## src/rtl/qbw_pkg.sv

```systemverilog
// Shared constants and types for the burst write port.
// Assumes a word made of two equal byte lanes and a burst length of four.
package qbw_pkg;
    localparam int LANE_W = 9;
    localparam int LANES  = 2;
    localparam int WORD_W = LANE_W * LANES;
    localparam int BEATS  = 4;
    localparam int PAIRS  = 2;   // beats committed per rising edge

    // One captured beat: data and active-high lane enables.
    typedef struct packed {
        logic [WORD_W-1:0] data;
        logic [LANES-1:0]  wen;
    } beat_t;

    // Rising-edge phase of the request tracker.
    typedef enum logic [1:0] {
        PH_IDLE   = 2'd0,
        PH_FIRST  = 2'd1,
        PH_SECOND = 2'd2
    } phase_e;
endpackage

```

## src/rtl/qbw_capture.sv

```systemverilog
// Dual-edge beat capture. One register samples the bus on rising edges and
// one samples it on falling edges. The strobes are inverted to active-high
// lane enables. Assumes the data and strobes are stable around both edges.
module qbw_capture
    import qbw_pkg::*;
(
    input  logic              clk,
    input  logic [WORD_W-1:0] bus_data,
    input  logic [LANES-1:0]  bus_strb_n,
    output beat_t             rise_beat,
    output beat_t             fall_beat
);
    logic [LANES-1:0] lane_en;

    // Turn the active-low strobes into active-high lane enables.
    genvar l;
    generate
        for (l = 0; l < LANES; l++) begin : gen_lane
            assign lane_en[l] = ~bus_strb_n[l];
        end
    endgenerate

    // Capture the beat that sits on the bus at each rising edge.
    always_ff @(posedge clk) begin
        rise_beat <= '{data: bus_data, wen: lane_en};
    end

    // Capture the beat that sits on the bus at each falling edge.
    always_ff @(negedge clk) begin
        fall_beat <= '{data: bus_data, wen: lane_en};
    end
endmodule

```

## src/rtl/qbw_ctrl.sv

```systemverilog
// Request tracker. It accepts a write request on a rising edge and holds the
// burst base address. It raises head_we for the commit of beats 0 and 1 at
// edge t+2 and tail_we for the commit of beats 2 and 3 at edge t+3.
// Assumes a synchronous active-low reset; commits are suppressed while it is
// low.
module qbw_ctrl
    import qbw_pkg::*;
#(
    parameter int BASE_W = 4
) (
    input  logic              clk,
    input  logic              rst_n,
    input  logic              req_n,
    input  logic [BASE_W-1:0] req_base,
    output logic              head_we,
    output logic              tail_we,
    output logic [BASE_W-1:0] head_base,
    output logic [BASE_W-1:0] tail_base
);
    phase_e            phase_q;
    logic [BASE_W-1:0] base_q;
    logic [BASE_W-1:0] tail_base_q;
    logic              tail_pend_q;
    logic              accept;

    // Take a request unless the previous request was taken on the last edge.
    assign accept = (phase_q != PH_FIRST) && !req_n;

    // Advance the phase of the current burst.
    always_ff @(posedge clk) begin
        if (!rst_n) begin
            phase_q <= PH_IDLE;
        end else if (accept) begin
            phase_q <= PH_FIRST;
        end else if (phase_q == PH_FIRST) begin
            phase_q <= PH_SECOND;
        end else begin
            phase_q <= PH_IDLE;
        end
    end

    // Hold the base address of the burst that was accepted last.
    always_ff @(posedge clk) begin
        if (accept) begin
            base_q <= req_base;
        end
    end

    // Carry the base and a pending flag forward for the tail commit.
    always_ff @(posedge clk) begin
        if (!rst_n) begin
            tail_pend_q <= 1'b0;
        end else begin
            tail_pend_q <= (phase_q == PH_SECOND);
        end
        if (phase_q == PH_SECOND) begin
            tail_base_q <= base_q;
        end
    end

    assign head_we   = (phase_q == PH_SECOND) && rst_n;
    assign tail_we   = tail_pend_q && rst_n;
    assign head_base = base_q;
    assign tail_base = tail_base_q;

    // the edge right after an accepted request never accepts another
    assert_adjacent_ignored_R8: assert property (@(posedge clk) disable iff (!rst_n)
        accept |=> !accept);

    // an accepted request leads to the head commit two edges later
    assert_head_after_request_R2: assert property (@(posedge clk) disable iff (!rst_n)
        accept |=> ##1 head_we);

    // the tail commit follows the head commit with the same base
    assert_tail_follows_head_R7: assert property (@(posedge clk) disable iff (!rst_n)
        head_we |=> (tail_we && tail_base == $past(head_base)));
endmodule

```

## src/rtl/qbw_array.sv

```systemverilog
// Word array with two lane-masked write ports and one combinational read
// port. Assumes the two write ports never target the same word on one edge.
// The contents are not reset.
module qbw_array
    import qbw_pkg::*;
#(
    parameter int ADDR_W = 6
) (
    input  logic                          clk,
    input  logic [PAIRS-1:0][LANES-1:0]   wen,
    input  logic [PAIRS-1:0][ADDR_W-1:0]  waddr,
    input  logic [PAIRS-1:0][WORD_W-1:0]  wdata,
    input  logic [ADDR_W-1:0]             raddr,
    output logic [WORD_W-1:0]             rdata
);
    localparam int DEPTH = 1 << ADDR_W;

    logic [WORD_W-1:0] mem [DEPTH];

    // Store each enabled lane of each write port.
    always_ff @(posedge clk) begin
        for (int p = 0; p < PAIRS; p++) begin
            for (int l = 0; l < LANES; l++) begin
                if (wen[p][l]) begin
                    mem[waddr[p]][l*LANE_W +: LANE_W] <= wdata[p][l*LANE_W +: LANE_W];
                end
            end
        end
        // ports writing on the same edge target distinct words
        if (|wen[0] && |wen[1]) begin
            assert_ports_distinct_R7: assert (waddr[0] != waddr[1])
                else $error("two ports wrote the same word");
        end
    end

    // Present the addressed word.
    assign rdata = mem[raddr];
endmodule

```

## src/rtl/qburst_wr_port.sv

```systemverilog
// Top of the burst-of-four double-rate masked write port. Beats taken on
// rising edges feed write port 0 and beats taken on falling edges feed write
// port 1. Head and tail commits pick the base address and the upper beat-index
// bit. Assumes ADDR_W >= 3.
module qburst_wr_port
    import qbw_pkg::*;
#(
    parameter int ADDR_W = 6
) (
    input  logic              clk,
    input  logic              rst_n,
    input  logic              wr_sel_n,
    input  logic [ADDR_W-1:0] wr_addr,
    input  logic [17:0]       wr_data,
    input  logic [1:0]        wr_strb_n,
    input  logic [ADDR_W-1:0] rd_addr,
    output logic [17:0]       rd_data
);
    localparam int BASE_W = ADDR_W - $clog2(BEATS);

    beat_t                         rise_beat;
    beat_t                         fall_beat;
    logic                          head_we;
    logic                          tail_we;
    logic [BASE_W-1:0]             head_base;
    logic [BASE_W-1:0]             tail_base;
    logic [BASE_W-1:0]             commit_base;
    logic [PAIRS-1:0][LANES-1:0]   arr_wen;
    logic [PAIRS-1:0][ADDR_W-1:0]  arr_addr;
    logic [PAIRS-1:0][WORD_W-1:0]  arr_data;
    beat_t [PAIRS-1:0]             pair_beat;

    qbw_capture u_capture (
        .clk        (clk),
        .bus_data   (wr_data),
        .bus_strb_n (wr_strb_n),
        .rise_beat  (rise_beat),
        .fall_beat  (fall_beat)
    );

    qbw_ctrl #(.BASE_W(BASE_W)) u_ctrl (
        .clk       (clk),
        .rst_n     (rst_n),
        .req_n     (wr_sel_n),
        .req_base  (wr_addr[ADDR_W-1:$clog2(BEATS)]),
        .head_we   (head_we),
        .tail_we   (tail_we),
        .head_base (head_base),
        .tail_base (tail_base)
    );

    // Pick the base of the burst whose pair is being committed.
    assign commit_base = tail_we ? tail_base : head_base;
    assign pair_beat[0] = rise_beat;
    assign pair_beat[1] = fall_beat;

    // Route each captured beat to its write port and word address.
    genvar p;
    generate
        for (p = 0; p < PAIRS; p++) begin : gen_port
            assign arr_addr[p] = {commit_base, tail_we, 1'(p)};
            assign arr_data[p] = pair_beat[p].data;
            assign arr_wen[p]  = pair_beat[p].wen & {LANES{head_we | tail_we}};
        end
    endgenerate

    qbw_array #(.ADDR_W(ADDR_W)) u_array (
        .clk   (clk),
        .wen   (arr_wen),
        .waddr (arr_addr),
        .wdata (arr_data),
        .raddr (rd_addr),
        .rdata (rd_data)
    );

    // head and tail commits never overlap, even when bursts stream
    assert_commit_exclusive_R8: assert property (@(posedge clk) disable iff (!rst_n)
        !(head_we && tail_we));

    // no commit is issued on the edge after reset is applied
    assert_reset_quiet_R9: assert property (@(posedge clk)
        !rst_n |-> !(head_we || tail_we));
endmodule

```

## config.mk

```make
export PLATFORM = sky130hd
export DESIGN_NAME = qburst_wr_port
export DESIGN_NICKNAME = d
export VERILOG_FILES = /design/src/rtl/qbw_pkg.sv /design/src/rtl/qbw_capture.sv /design/src/rtl/qbw_ctrl.sv /design/src/rtl/qbw_array.sv /design/src/rtl/qburst_wr_port.sv
export SDC_FILE = /design/constraint.sdc
export NUM_CORES = 1
export LEC_CHECK = 0
export ABC_CLOCK_PERIOD_IN_PS = 5200
export BUFFER_PORTS_ARGS = -buffer_cell sky130_fd_sc_hd__buf_2
export CORE_MARGIN = 2
export CORE_UTILIZATION = 23
export CTS_BUF_LIST = sky130_fd_sc_hd__clkbuf_4 sky130_fd_sc_hd__clkbuf_8
export CTS_CLUSTER_DIAMETER = 120
export DETAILED_ROUTE_END_ITERATION = 8
export HOLD_SLACK_MARGIN = 0.02
export SLEW_MARGIN = 5
export SYNTH_ARGS = -nofsm -noshare
export SYNTH_HDL_FRONTEND = slang
export SYNTH_SLANG_ARGS = --single-unit
```

## constraint.sdc

```tcl
create_clock -name clk -period 5.2 [get_ports clk]
set_input_delay 0.26 -clock clk [delete_from_list [all_inputs] [get_ports clk]]
set_output_delay 0.26 -clock clk [all_outputs]
set_load 0.005 [all_outputs]
```

== Yosys cells after proc, flatten, opt, wreduce, memory -nomap -nowiden ==
Memory sizes are Yosys's and may differ from the RTL's.
Index checks and enable logic that the tools add are counted.
W data, S select, Z words.

* Output and inout port bits: 18
* Memories kept: 1
* Input port bits: 35
* Logic and storage cells: 35
* Register bits: 51
* Bits in writable memories: 1152

{| class="wikitable"
|+ Memories
! memory !! depth !! width !! rd ports !! clocked after memory_dff !! wr ports !! RTL line !! RTL
|-
| u_array.mem || 64 || 18 || 1 || 0 || 2 || qbw_array.sv:18 || <nowiki>logic [WORD_W-1:0] mem [DEPTH];</nowiki>
|}

* Equal/unequal tests: 3
* Bitwise logic cells: 6
* Mux-type cells: 11
* Reduce and logical (&&, ||, !) cells: 5

{| class="wikitable"
|+ Operators with widths
! kind !! number
|-
| $mux W1 || 9
|-
| $and A2 B2 Y2 || 2
|-
| $mux W4 || 1
|-
| $logic_and A1 B1 Y1 || 3
|-
| $not A1 Y1 || 3
|-
| $eq A2 B1 Y1 const B || 1
|-
| $eq A2 B2 Y1 const B || 1
|-
| $mux W2 || 1
|-
| $ne A2 B1 Y1 const B || 1
|-
| $reduce_or A2 Y1 || 1
|-
| $logic_not A1 Y1 || 1
|-
| $or A1 B1 Y1 || 1
|}

== Depth between registers and ports, before layout ==
Gate-level depths: netlist of the first run.

* Depth after elaboration: 6
* Depth in mapped cells: 10
* Gate-level depth less buffers: 5

== Hierarchy ==
A second synthesis of the first run with hierarchy kept.

* Cell total of the unflattened synthesis: 3682
* Area total of the unflattened synthesis: 60835.8 µm²

{| class="wikitable"
|+ By module, submodules not included
! module !! cells an instance !! instances !! sequential area each (µm²) !! area each (µm²)
|-
| qbw_array || 3609 || 1 || 34593.2 || 59554.6
|-
| qbw_capture || 43 || 1 || 800.8 || 812.0
|-
| qbw_ctrl || 19 || 1 || 300.3 || 360.3
|-
| qburst_wr_port || 11 || 1 || 0.0 || 108.9
|}

==> impl_results.md, run 1 <==
* CP Capture Type: register
* Family with the most delay on the worst path: simple AND/OR/NAND/NOR gates
* TritonCTS clock tree: built
* Syn avg cell area at 21.6 um2
* Critical path startpoint category: register
* Max-cap viol count at 0
* Drt wl/cell at 23.0 um
* Synthesized Nets at around 2200
* Num rows at 163
* Routed WL at 120000 um
* GRT Total Usage at 11.6%
* Final hold vios at 0
* GP Congestion at ~0.79
* Top_reg_cell synth: edfxtp_1
* Lkg Pwr at 0.0168 uW
* Critical-path cell list: nand2_1 -> buf_4 -> nor2_1
* Worst relative slew slack at about a quarter
* Core Util, Final at 27.3%
* Critical path buffers and inverters at 1
* Pwr dens at around 370 nW/um2
* Pre-CTS setup slack at 662 ps
* Logic pwr share at 5.1%
* Worst flop-to-flop path endpoint: u_array.mem[13][5]
* Crit path largest cell delay at 770 ps
* Die Area at about 200000 um2
* Final setup viols at 0
* PortBufs at 50
* GRT overflow at 0
* #FFs+latches synth at 1203
* Sink Count at 1203
* H-Tree Depth at 4
* CP max-delay cell: nor2_1
* First DRT Iteration DRCs at 2398
* Vias at 22671
* Least-Margin Pin Slew at 1130 ps
* Num CTS Buffers at 192
* Met1 usage at 14.7%
* Register share of total power at between 50% and 60%
* Share of layout cells above drive strength 1 at 28.5%
* FFs w/ async S/R, synth at 0%
* Yosys cell types at 37
* First drt pass iteration count at 7
* Die Y-Extent at 450 um
* Initial Utilization at 23.2%
* Clock Path Buffers at 3
* Largest net degree at the start of global routing at 85
* R2r startpoint: u_capture.fall_beat[0]
* WHS Endpoint: u_capture.rise_beat[5]
* Post-CTS Setup Inserts at 0
* Sw Pwr at 4390 uW
* DRC errors left at 0
* Worst Hold Class: input pin to register
* Vias in the first global route at roughly 23000
* Die X at approximately 450 um
* Clock power share at ~41%
* Final ANT Viol Nets at 0
* Status: completed
* Synth Cell Area at 45800 um2
* GR peak layer: met2
* Met2 GRT Util at between 10% and 20%
* Vias/cell at 4.34
* Final setup skew at 98.3 ps
* Clock transition at path regs at 60 ps
* Type of the worst setup path: register to register
* Internal power at 15300 uW
* Worst Reg-to-Reg Cells at 3
* Met3 Use GR at 2.18%
* FF-to-FF setup slack at 720 ps
* Pins Over Slew Limit at 0
* Placeable Area at 198000 um2
* Antenna violations before repair at 3
* Filler Cells Inserted at roughly 20000
* Syn. warnings at 0
* Clk_lat worst skew at between 800 and 900 ps
* Area growth syn-to-layout at 17.7%
* Sw frac at 22.3%
* Part of the Yosys area used for sequential elements at approximately 78%
* Maximum VDD drop at 0.000255 V
* Clk root buf: clkbuf_8
* Post-Syn Instances at 2121
* Placed wire-length estimate at 74200 um
* Post-synth EDFFs at 1160
* Fin worst setup slack at 715 ps
* CP required at about 5700 ps
* Worst hold path depth at 2
* Setup Total Neg Slack at 0 ps
* Hold path start: wr_data[3]
* Critical path fanouts, max at 16
* WP data arrival at 4990 ps
* RSZ-0062 raised after global routing: false
* Final nets at 2448
* First-pass GRT wire length at 170000 um
* Ports at 53
[power groups by stage]
stage	sequential [uW]	clock, uW	combinational [uW]
floorplan	10900	24.7	498
global placement	10900	24.7	1000
detailed placement	10900	24.7	1020
CTS	10700	8200	1040
global route	10700	8630	1070
finish	10700	8050	1010
[per-layer routing]
layer  routed length, um  vias to the layer above
met2               60200                      951
met1               48200                    12038
li1                    -                     9482
met3                7960                      200
met4                3790                        0
met5                   0                        -
[layout by cell type (no fill, tap or decap), drive strengths merged, types with 11 or more instances in the layout]
cell type / Yosys / routed
clkbuf: 36 / 262
mux4: 268 / 268
inv: 7 / 32
nor2: 167 / 167
mux2i: 123 / 123
buf: 78 / 153
clkinvlp: 0 / 11
a31oi: 18 / 18
edfxtp: 1160 / 1160
dfxtp: 43 / 43
nand2: 39 / 39
a22oi: 28 / 28
dlygate4sd3: 0 / 39
clkinv: 0 / 69
o22ai: 67 / 67
[sequential cells by signal (all words and copies together), names as in the netlist]
| name | flops |
|---|---|
| u_capture.rise_beat | 20 |
| u_capture.fall_beat | 20 |
| u_array.mem | 1152 |
| u_ctrl.head_base | 4 |
| u_ctrl.tail_base | 4 |
| u_ctrl.tail_pend_q | 1 |
| u_ctrl.phase_q | 2 |
[area by class of cell]
type | count | area (um2) | share of cell area (%)
Multi-Input combinational cell | 797 | 9400 | 17.5
Clock inverter | 115 | 696 | 1.29
Tap cell | 2640 | 3300 | 6.13
Inverter | 6 | 22.5 | 0.0418
Sequential cell | 1203 | 35700 | 66.3
Antenna cell | 3 | 7.51 | 0.0139
Clock buffer | 261 | 3190 | 5.91
Timing Repair Buffer | 193 | 1560 | 2.89
[cells by family after synthesis]
kind of cell | synth area share [%]
AOI/OAI and AO/OA | 2.20
DFF | 78.0
buffers and inverters | 1.50
and+or+nand+nor | 2.41
muxes | 15.9
[worst max-delay path by stage]
stage,slack [ps],startpoint,end,cells past startpoint
6_report,720,u_capture.fall_beat[0],u_array.mem[13][5],3
5_1_grt,630,u_capture.fall_beat[0],u_array.mem[13][8],3
4_1_cts,720,u_capture.fall_beat[0],u_array.mem[13][8],3
3_5_place_dp,660,u_capture.fall_beat[0],u_array.mem[13][5],3
3_3_place_gp,750,u_capture.fall_beat[0],u_array.mem[13][5],3
2_1_floorplan,1200,u_capture.fall_beat[0],u_array.mem[11][0],3
[worst reg2reg max path, delay by kind of cell, from the launching register on]
| family | cells | cell delay [ps] |
|---|---|---|
| buffers and inverters | 1 | 290 |
| flip-flops | 1 | 320 |
| AND/OR/NAND/NOR | 2 | 960 |
[what timing repair did]
item	4_1_cts	5_1_grt
endpoints found under the hold margin	31	0
resized for setup	0	0
hold buffers	39	0
[Yosys cell counts (3+ instances only)]
| master | instances | area share (%) |
|---|---|---|
| buf_6 | 17 | 0.42 |
| nand3b_1 | 5 | 0.082 |
| o21a_1 | 8 | 0.13 |
| mux2i_1 | 123 | 2.7 |
| buf_2 | 25 | 0.27 |
| or4_1 | 6 | 0.098 |
| or3b_2 | 3 | 0.057 |
| a22oi_1 | 28 | 0.46 |
| buf_1 | 17 | 0.14 |
| mux4_2 | 268 | 13 |
| a31oi_1 | 18 | 0.25 |
| inv_1 | 6 | 0.049 |
| nor3_1 | 10 | 0.11 |
| nand3_1 | 9 | 0.098 |
| and3_1 | 4 | 0.055 |
| nand2_1 | 39 | 0.32 |
| and2_1 | 4 | 0.055 |
| dfxtp_1 | 43 | 1.9 |
| buf_4 | 19 | 0.31 |
| o22ai_1 | 67 | 0.92 |
| a211oi_1 | 7 | 0.11 |
| nor2_1 | 167 | 1.4 |
| a221o_1 | 7 | 0.15 |
| clkbuf_1 | 36 | 0.30 |
| edfxtp_1 | 1160 | 76 |
| a22o_1 | 5 | 0.096 |
| o21ai_0 | 5 | 0.055 |
[through the flow]
step,hold WS (ps),std cells,cell area (um2),power [uW]
3_5_place_dp,378,4801,49600,11900
3_3_place_gp,372,4801,49600,11900
4_1_cts,27.6,5215,53900,19900
6_report,74.3,5218,53900,19700
5_1_grt,68.7,5217,53900,20300
2_1_floorplan,288,2121,45800,11400
(Power assumes the default switching activity.)
==> inputs of run 2 (changes only) <==
Settings changed: ABC_CLOCK_PERIOD_IN_PS 5200 to 4600.
Clock period 5.2 ns to 4.6 ns, I/O delays scaled along.
==> impl_results.md, run 2 (synthesis gave the netlist of run 1 again) <==
* Status: completed
* Placed wire-length estimate at ~75000 um
* Final setup skew at 104 ps
* Die X at 450 um
* Largest register FFs at 1152
* Least-Margin Pin Slew at 1350 ps
* Vias at approximately 23000
* Commonest cells after routing, fill and taps aside: edfxtp_1, mux4_2, clkbuf_8, nor2_1, mux2i_1
* Family with the most delay on the worst path: simple AND/OR/NAND/NOR gates
* RSZ-0062 raised after global routing: false
* Vias/cell at 4.34
* Maximum VDD drop at 0.000292 V
* Routed WL at 121000 um
* Worst Hold Class: input pin to register
* Final hold vios at 0
* Setup Total Neg Slack at 0 ps
* Final ANT Viol Nets at 0
* PortBufs at 50
* CP required at 5060 ps
* Antenna violations before repair at 7
* Placeable Area at around 200000 um2
* Post-CTS Setup Inserts at 0
* # resized after CTS at 0
* Vias in the first global route at 23627
* Clk root buf: clkbuf_8
* Pins Over Slew Limit at 0
* Ports at 53
* Critical path buffers and inverters at 1
* Final total power at 22300 uW
* H-Tree Depth at 4
* Share of layout cells above drive strength 1 at roughly 29%
* Die Y-Extent at 450 um
* First-pass GRT wire length at around 170000 um
* Largest net degree at the start of global routing at 68
* Sink Count at ~1200
* Initial Utilization at 23.2%
* GP Congestion at around 0.80
* Commonest non-fill, non-tap cell in the layout: edfxtp_1
* TritonCTS clock tree: built
* Crit path largest cell delay at 800 ps
* Critical path startpoint category: register
* Die Area at approximately 200000 um2
* First DRT Iteration DRCs at 2455
* Num CTS Buffers at 193
* Max-cap viol count at 0
* Lkg Pwr at 0.0170 uW
* GRT Total Usage at a little under an eighth
* Clk_lat worst skew at 880 ps
* WP data arrival at between 4000 and 5000 ps
* Area growth syn-to-layout at 18.2%
* CP Capture Type: register
* Clock Path Buffers at 3
* Drt wl/cell at 23.0 um
* Worst relative slew slack at 9.96%
* DRC errors left at 0
* Pwr dens at 413 nW/um2
* Num rows at approximately 160
* CP max-delay cell: nor2_1
* Final setup viols at 0
* Final nets at between 2000 and 2500
* Type of the worst setup path: register to register
* GRT overflow at 0
* Critical path fanouts, max at 32
* First drt pass iteration count at 7
* Critical-path cell list: nand2_1 -> buf_12 -> nor2_1
* Clock transition at path regs at 60 ps
[run 2: area by class of cell]
cell class,instances,area (um2)
multi-input cells,797,9400
clock buffers,247,3120
diodes,4,10.0
well taps,2640,3300
repair buffers,219,1760
clock inverters,130,782
flip-flops and latches,1203,35700
inverters,6,22.5
fillers,19507,144000
[run 2: stage by stage]
step | area, um2 | worst slack, ps | utilization, % | cells | hold WS (ps)
after floorplan | 45800 | 902 | - | 2121 | 258
after global placement | 49800 | 559 | 25.2 | 4823 | 342
after detailed placement | 49800 | 495 | 25.2 | 4823 | 345
after CTS | 54100 | 549 | 27.4 | 5242 | 20.6
after global routing | 54100 | 474 | 27.4 | 5245 | 55.3
final | 54100 | 543 | 27.4 | 5246 | 67.9
[run 2: metal layers]
metal  vias to the layer above  part of all wire [%]  track usage (%)
li1                       9545                     -                -
met3                       205                   6.7             2.27
met4                         0                   3.0             4.24
met2                       904                    51             20.1
met5                         -                     0                0
met1                     12133                    40             14.5
[run 2: power breakdown]
group | total [uW] | internal, uW | switching [uW] | leakage, uW
Clock | 9130 | 4830 | 4300 | 0.00212
Sequential | 12000 | 12000 | 10.4 | 0.0108
Combinational | 1170 | 417 | 754 | 0.00406
Total | 22300 | 17300 | 5070 | 0.0170
[run 2: worst paths after layout]
kind                            cells past startpoint                   start  slack [ps]                 endpoint
worst max-delay path                                3  u_capture.fall_beat[0]         540        u_array.mem[1][5]
worst min-delay path                                2             wr_data[14]          70  u_capture.rise_beat[16]
worst max register to register                      3  u_capture.fall_beat[0]         540        u_array.mem[1][5]
worst min register to register                      1       u_ctrl.phase_q[0]         500        u_ctrl.phase_q[1]
[run 2: worst reg2reg max path: stages (launching register included)]
cell     delay, ps
dfxtp_1        290
nand2_1         80
buf_12         220
nor2_1         820
[run 2: repair_timing]
item / in CTS / in global routing
hold buffers: 43 / 0
hold endpoints to repair: 31 / 0
setup endpoints to repair: 0 / 0
